## src/rtl/irqx_pkg.sv

```systemverilog
package irqx_pkg;

  // register byte offsets decoded by software
  localparam int OFS_PEND = 'h16;
  localparam int OFS_LIVE = 'h18;
  localparam int OFS_MSET = 'h1A;
  localparam int OFS_MCLR = 'h1C;

  typedef enum logic [1:0] {
    SEL_NONE = 2'd0,
    SEL_PEND = 2'd1,
    SEL_LIVE = 2'd2,
    SEL_MASK = 2'd3
  } rdSel_e;

  typedef struct packed {
    logic   pendAck;
    logic   maskSet;
    logic   maskClr;
    rdSel_e rdSel;
  } regStb_t;

endpackage

```

## src/rtl/irqx_ctrl.sv

```systemverilog
module irqx_ctrl
  import irqx_pkg::*;
#(
  parameter int ADDR_W = 8
) (
  input  logic [ADDR_W-1:0] busAddr,
  input  logic              busWrEn,
  input  logic              busRdEn,
  output regStb_t           stb
);

  logic hitPend, hitLive, hitMset, hitMclr;

  always_comb begin
    hitPend = (busAddr == ADDR_W'(OFS_PEND));
    hitLive = (busAddr == ADDR_W'(OFS_LIVE));
    hitMset = (busAddr == ADDR_W'(OFS_MSET));
    hitMclr = (busAddr == ADDR_W'(OFS_MCLR));
  end

  always_comb begin
    stb.pendAck = busWrEn && hitPend;
    stb.maskSet = busWrEn && hitMset;
    stb.maskClr = busWrEn && hitMclr;
    stb.rdSel   = SEL_NONE;
    if (busRdEn) begin
      if (hitPend)      stb.rdSel = SEL_PEND;
      else if (hitLive) stb.rdSel = SEL_LIVE;
      else if (hitMset) stb.rdSel = SEL_MASK;
    end
  end

  always_comb begin
    AST_ONE_STROBE: assert ($onehot0({stb.pendAck, stb.maskSet, stb.maskClr}));
  end

endmodule

```

## src/rtl/irqx_datapath.sv

```systemverilog
module irqx_datapath
  import irqx_pkg::*;
#(
  parameter int LINES       = 16,
  parameter int SYNC_STAGES = 2
) (
  input  logic             clk,
  input  logic             rst_n,
  input  regStb_t          stb,
  input  logic [LINES-1:0] wrData,
  input  logic [LINES-1:0] lineIn,
  output logic [LINES-1:0] rdData,
  output logic             irqOut
);

  logic [LINES-1:0] syncQ [SYNC_STAGES];
  logic [LINES-1:0] syncLvl;
  logic [LINES-1:0] pending;
  logic [LINES-1:0] enMask;

  // input synchronizer chain
  for (genvar s = 0; s < SYNC_STAGES; s++) begin : g_sync
    always_ff @(posedge clk or negedge rst_n) begin
      if (!rst_n) syncQ[s] <= '0;
      else if (s == 0) syncQ[s] <= lineIn;
      else syncQ[s] <= syncQ[(s == 0) ? 0 : s-1];
    end
  end
  assign syncLvl = syncQ[SYNC_STAGES-1];

  // per-line pending latch: set beats acknowledge
  for (genvar n = 0; n < LINES; n++) begin : g_line
    always_ff @(posedge clk or negedge rst_n) begin
      if (!rst_n) pending[n] <= 1'b0;
      else if (syncLvl[n]) pending[n] <= 1'b1;
      else if (stb.pendAck && wrData[n]) pending[n] <= 1'b0;
    end
  end

  always_ff @(posedge clk or negedge rst_n) begin
    if (!rst_n) enMask <= '0;
    else if (stb.maskSet) enMask <= enMask | wrData;
    else if (stb.maskClr) enMask <= enMask & ~wrData;
  end

  assign irqOut = |(pending & enMask);

  always_comb begin
    unique case (stb.rdSel)
      SEL_PEND: rdData = pending;
      SEL_LIVE: rdData = syncLvl;
      SEL_MASK: rdData = enMask;
      default:  rdData = '0;
    endcase
  end

  AST_MASK_SET: assert property (@(posedge clk) disable iff (!rst_n)
    stb.maskSet |=> ((enMask & $past(wrData)) == $past(wrData)));
  AST_MASK_CLR: assert property (@(posedge clk) disable iff (!rst_n)
    stb.maskClr |=> ((enMask & $past(wrData)) == '0));
  AST_MASK_HOLD: assert property (@(posedge clk) disable iff (!rst_n)
    !(stb.maskSet || stb.maskClr) |=> $stable(enMask));
  AST_ACK_CLEARS: assert property (@(posedge clk) disable iff (!rst_n)
    stb.pendAck |=> ((pending & $past(wrData) & ~$past(syncLvl)) == '0));
  AST_PEND_SOURCE: assert property (@(posedge clk) disable iff (!rst_n)
    1'b1 |=> ((pending & ~$past(pending) & ~$past(syncLvl)) == '0));
  AST_NO_IRQ_MASKED: assert property (@(posedge clk) disable iff (!rst_n)
    (enMask == '0) |-> !irqOut);

endmodule

```

## src/rtl/irq_expander.sv

```systemverilog
module irq_expander
  import irqx_pkg::*;
#(
  parameter int LINES       = 16,
  parameter int ADDR_W      = 8,
  parameter int SYNC_STAGES = 2
) (
  input  logic              clk,
  input  logic              rst_n,
  input  logic [ADDR_W-1:0] busAddr,
  input  logic              busWrEn,
  input  logic              busRdEn,
  input  logic [LINES-1:0]  busWrData,
  output logic [LINES-1:0]  busRdData,
  input  logic [LINES-1:0]  lineIn,
  output logic              irqOut
);

  regStb_t stb;

  irqx_ctrl #(.ADDR_W(ADDR_W)) ctrl_i (
    .busAddr (busAddr),
    .busWrEn (busWrEn),
    .busRdEn (busRdEn),
    .stb     (stb)
  );

  irqx_datapath #(.LINES(LINES), .SYNC_STAGES(SYNC_STAGES)) dp_i (
    .clk    (clk),
    .rst_n  (rst_n),
    .stb    (stb),
    .wrData (busWrData),
    .lineIn (lineIn),
    .rdData (busRdData),
    .irqOut (irqOut)
  );

endmodule

```

## config.mk

```make
export PLATFORM = sky130hd
export DESIGN_NAME = irq_expander
export DESIGN_NICKNAME = d
export VERILOG_FILES = /design/src/rtl/irqx_pkg.sv /design/src/rtl/irqx_ctrl.sv /design/src/rtl/irqx_datapath.sv /design/src/rtl/irq_expander.sv
export SDC_FILE = /design/constraint.sdc
export NUM_CORES = 1
export LEC_CHECK = 0
export BUFFER_PORTS_ARGS = -buffer_cell sky130_fd_sc_hd__buf_2
export CORE_ASPECT_RATIO = 0.8
export CORE_MARGIN = 4
export CORE_UTILIZATION = 37
export CTS_BUF_LIST = sky130_fd_sc_hd__clkbuf_4
export DETAILED_ROUTE_END_ITERATION = 8
export SETUP_SLACK_MARGIN = 0.5
export SYNTH_ARGS = -nofsm -noshare
export SYNTH_HDL_FRONTEND = slang
export SYNTH_SLANG_ARGS = --single-unit
```

## constraint.sdc

```tcl
create_clock -name clk -period 1.2 [get_ports clk]
set_clock_uncertainty 0.05 [all_clocks]
set_input_delay 0.12 -clock clk [delete_from_list [all_inputs] [get_ports clk]]
set_output_delay 0.12 -clock clk [all_outputs]
set_load 0.01 [all_outputs]
```

==> results of run 1 <==
## what timing repair did
action | CTS | global route
pin swaps | 25 | 14
resized for setup | 42 | 11
setup endpoints to repair | 49 | 49
hold endpoints to repair | 112 | 3
setup buffers | 4 | 1
gates cloned | 3 | 0
## stage by stage
stage | instances | hold slack, ps | worst slack, ps
2_1_floorplan | 221 | -226 | 22.4
3_3_place_gp | 412 | 114 | -269
3_5_place_dp | 412 | 113 | -292
4_1_cts | 466 | -112 | -628
5_1_grt | 467 | -119 | -712
6_report | 467 | -86.5 | -669
## cells in the mapped netlist (all sizes together), types with 4 or more instances
cell type	n	area (sq um)
dfrtp	64	1600
a22o	20	175
nand4	18	113
nand3	17	85.1
a21o	16	120
and4b	16	160
buf	13	65.1
mux2i	13	130
o2bb2ai	13	114
clkbuf	7	26.3
a221oi	4	35.0
## power by group
group / switching (mW) / total [mW] / leakage, nW / internal, mW
sequential: 0.0471 / 2.28 / 0.734 / 2.24
combinational: 0.294 / 0.648 / 1.17 / 0.354
clock: 0.760 / 1.39 / 0.0703 / 0.628
total: 1.10 / 4.32 / 1.97 / 3.22
## path summary, 6_finish.rpt
check | end | cells after the start | from | slack (ps)
max in group asynchronous | dp_i.pending[5]$_DFFE_PN0P_ | 3 | rst_n | 640
max reg2reg | flop | 3 | flop | 230
min | flop | 2 | busWrData[5] | -90
max | irqOut | 4 | flop | -670
min in group asynchronous | asynchronous set/reset pin | 3 | rst_n | 190
min reg2reg | dp_i.syncLvl[8]$_DFF_PN0_ | 0 | dp_i.syncQ[24]$_DFF_PN0_ | 300
## area by class of cell
cell class,count,area [sq um],area share [%]
sequential,64,1600,36.1
timing repair buffer,160,1300,29.4
multi-input combinational,136,1280,29.0
tap,90,113,2.54
clock buffer,10,75.1,1.69
clock inverter,6,50.0,1.13
inverter,1,3.75,0.0847
## cells by family after synthesis
group	synth area share (%)
muxes	4.67
and+or+nand+nor	16.8
DFF	57.5
buffers and inverters	3.41
AOI/OAI and AO/OA	17.6
## metal layers
metal	vias up	wire, microns	global-route usage (%)
li1	1176	-	-
met1	1232	3640	24.9
met2	78	3830	31.0
met3	8	560	6.47
met4	0	87	5.13
met5	-	0	0
==> reports/qor.csv, run 1 <==
stage;metric;value;unit
run_status;status;complete, but fails checks;
run_status;violations;negative hold slack, negative setup slack;
sta;layout_min_cycle_time;1870;ps
sta;max_freq;0.535;GHz
sta;rsz0062_at_grt;yes;
sta;setup_tns;-5400;ps
floorplan;io_pins;61;
setup_path;critPathKind;flop to output pin;
hold_path;hp-class;primary input to flop;
power;powerDensity;975;mW/mm^2
clock_network;cts.path.max_buffers;2;
routing;drtAntennaViolNets;0;
floorplan;row_count;28;
cells_and_area;final_common_cell;dfrtp_1;
setup_path;path_delay_family;compound AO/OA/AOI/OAI gates;
setup_path;cp.arrival;1700;ps
power;p_total;4.32;mW
sta;finalSetupViolations;17;
setup_path;path_cells;a22o_1 -> a221oi_2 -> nand4_1 -> buf_2;
clock_network;cts_made_buffers;9;
logic_synthesis;ys_seq_area_share;57.5;%
global_route;antenna_found_initial;0;
cells_and_area;fill_cells;621;
cells_and_area;drive_gt1_share;46.7;%
setup_path;cp_slowest_cell;dfrtp_1;
cells_and_area;finish.utilization;60.2;%
setup_path;crit_fanout;2;
power;vdd_drop_max;0.000627;V
logic_synthesis;ys_warn_count;0;
clock_network;clkSlewWorstSetupHoldPaths;100;ps
place;port_buffers;60;
logic_synthesis;ys.flop_type;dfrtp_1;
cells_and_area;area_growth;59.1;%
global_route;first_global_vias;2586;
sta;tightest_slew;342;ps
cells_and_area;final_area;0.00443;sq mm
sta;hold_viol;2;
logic_synthesis;synth.net_count;265;
logic_synthesis;synth_edf_count;0;
routing;wirelength;8130;microns
clock_network;hold_buffers;31;
floorplan;die_w;105;microns
sta;maxSlewViolCount;0;
floorplan;core-area;0.00736;sq mm
logic_synthesis;synth-seq-cells;64;
run;cap_violations;0;
logic_synthesis;ys_async_sr_fraction;100;%
routing;drc_errors;0;
cells_and_area;layout_common_cells;dfrtp_1 (64), buf_2 (57), buf_4 (37);
sta;fin_crit_sh;156;%
power;power_leakage;1.97;nW
floorplan;dieArea;0.00899;sq mm
place;dpl.hpwl;5320;microns
routing;wl_per_cell;17.4;microns
routing;vias;2494;
clock_network;cts_tree;built;
cells_and_area;diodes;0;
floorplan;dieHeight;85.6;microns
global_route;grt_start_max_net_pins;65;
routing;drt-initial-drc-count;85;
global_route;track_usage;19.2;%
place;routabilityCongestion;0.817;
routing;vias_per_cell;5.34;
logic_synthesis;synth_cells;221;
clock_network;root_buffer;clkbuf_4;
setup_path;max_stage_delay;400;ps
setup_path;critPathBufInv;1;
routing;drt-pass1-iter-count;5;
setup_path;start_kind;flop;
sta;timing.slew.headroom;77.2;%
clock_network;clock_latency;430;ps
global_route;grt_pass1_wl;13300;microns
clock_network;clock_sinks;64;
logic_synthesis;synth.distinct_cells;25;
sta;setup_ws;-669;ps
sta;holdWs;-86.5;ps
cells_and_area;finalNetCount;416;
logic_synthesis;synth_area_per_cell;12.6;sq um
setup_path;crit_required;1030;ps
setup_path;critPathCaptureType;output pin;
clock_network;htree_num_levels;3;
floorplan;start_util;37.9;%
global_route;overflow;0;
place;placed_cell_area;0.00374;sq mm
logic_synthesis;syn_area;0.00279;sq mm
(Power assumes the default switching activity.)
==> inputs of run 2 (changes only) <==
- SETUP_SLACK_MARGIN: 0.5 -> default
==> reports/qor.csv, run 2 (synthesis gave the netlist of run 1 again) <==
stage;metric;value;unit
run_status;status;complete, but fails checks;
run_status;violations;negative setup slack;
setup_path;rr_startpoint;dp_i.pending[11]$_DFFE_PN0P_;
sta;setup_tns;-5570;ps
routing;drtAntennaViolNets;0;
global_route;first_global_vias;2606;
sta;holdWs;182;ps
clock_network;clock_latency;420;ps
setup_path;crit_path_start;dp_i.pending[14]$_DFFE_PN0P_;
setup_path;critPathCaptureType;output pin;
setup_path;start_kind;flop;
floorplan;dieHeight;85.6;microns
place;dpl.hpwl;5150;microns
cells_and_area;final_area;0.00429;sq mm
sta;maxSlewViolCount;0;
sta;max_freq;0.518;GHz
routing;drt-initial-drc-count;162;
clock_network;htree_num_levels;3;
setup_path;crit_fanout;2;
sta;timing.slew.headroom;76.4;%
hold_path;hp-class;primary input to asynchronous set/reset pin;
setup_path;regToRegEndpoint;dp_i.pending[11]$_DFFE_PN0P_;
sta;setup_ws;-729;ps
place;port_buffers;60;
global_route;overflow;0;
clock_network;clkSlewWorstSetupHoldPaths;120;ps
setup_path;r2r_cells;3;
sta;fin_crit_sh;161;%
clock_network;cts_made_buffers;9;
run;cap_violations;0;
cells_and_area;fill_cells;605;
floorplan;start_util;37.9;%
routing;vias;2508;
clock_network;cts_tree;built;
place;routabilityCongestion;0.808;
floorplan;die_w;105;microns
global_route;antenna_found_initial;0;
routing;drc_errors;0;
floorplan;row_count;28;
power;vdd_drop_max;0.000657;V
sta;finalSetupViolations;17;
cells_and_area;layout_common_cells;dfrtp_1 (64), buf_2 (58), buf_4 (40);
sta;rsz0062_at_grt;yes;
sta;layout_min_cycle_time;1930;ps
setup_path;cp.arrival;1760;ps
sta;tightest_slew;353;ps
floorplan;dieArea;0.00899;sq mm
floorplan;core-area;0.00736;sq mm
setup_path;r2r_slack;260;ps
global_route;grt_pass1_wl;13400;microns
setup_path;critPathKind;flop to output pin;
power;power_leakage;1.92;nW
routing;wirelength;8100;microns
cells_and_area;drive_gt1_share;42.6;%
setup_path;crit_required;1030;ps
setup_path;endpoint;irqOut;
place;placed_cell_area;0.00355;sq mm
cells_and_area;final_common_cell;dfrtp_1;
sta;hold_viol;0;
clock_network;root_buffer;clkbuf_4;
global_route;track_usage;19.6;%
routing;vias_per_cell;5.44;
global_route;grt_start_max_net_pins;65;
cells_and_area;area_growth;53.9;%
power;powerDensity;1010;mW/mm^2
cells_and_area;finalNetCount;410;
cells_and_area;diodes;0;
clock_network;cts.path.max_buffers;2;
routing;wl_per_cell;17.6;microns
routing;drt-pass1-iter-count;4;
clock_network;clock_sinks;64;
floorplan;io_pins;61;
run 2: changes by cell type in the layout (fill, tap and decap cells not counted), sizes merged:
| cell | previous run | this run |
|---|---|---|
| buf | 129 | 120 |
| and3 | 1 | 2 |
| clkinv | 5 | 4 |
| dlygate4sd3 | 31 | 33 |
| clkbuf | 10 | 11 |
run 2: power by group:
part           switching (mW)  total [mW]  internal [mW]
clock                   0.772        1.43          0.662
sequential             0.0447        2.28           2.24
combinational           0.276       0.613          0.337
run 2: routing by layer:
metal / vias to the layer above / track usage, % / wire length, microns
li1: 1170 / - / -
met1: 1261 / 25.5 / 3600
met2: 65 / 30.8 / 3920
met3: 12 / 6.92 / 466
met4: 0 / 6.56 / 112
met5: - / 0 / 0
run 2: timing repair:
action	4_1_cts	5_1_grt
endpoints found under the setup margin	17	17
hold buffers	33	0
gates resized for setup	28	14
pin swaps	17	5
gates cloned	2	0
hold endpoints to repair	112	0
buffers inserted	9	1
run 2: metrics by stage:
stage | std cells | util [%] | power, mW | setup WS [ps]
finish | 461 | 58.2 | 4.33 | -729
global route | 461 | 58.2 | 4.54 | -843
CTS | 460 | 57.2 | 4.37 | -747
detailed placement | 402 | 48.3 | 2.79 | -392
global placement | 402 | 48.3 | 2.79 | -375
floorplan | 221 | - | 2.50 | -30.9
run 2: final cells by class:
cell class                 count  area (sq um)  area share [%]
clock buffer                  11          82.6            1.93
clock inverter                 5          47.5            1.11
sequential                    64          1600            37.4
multi-input combinational    137          1230            28.6
tap                           90           113            2.63
timing repair buffer         153          1210            28.2
inverter                       1          3.75          0.0876
run 2: worst max-delay path, cell delays in order, from the launching register on:
cell,delay [ps]
dfrtp_1,390
a22o_1,250
a221oi_2,280
buf_4,170
nand4_1,90
buf_2,160
run 2: worst min path at each step:
stage                     from                         end  slack, ps
finish                   rst_n  asynchronous set/reset pin        180
CTS                 busAddr[7]                        flop        120
global placement         rst_n    dp_i.syncQ[28]$_DFF_PN0_        110
detailed placement       rst_n    dp_i.syncQ[28]$_DFF_PN0_        110
floorplan                rst_n  asynchronous set/reset pin       -230
global route             rst_n    dp_i.syncQ[31]$_DFF_PN0_        170
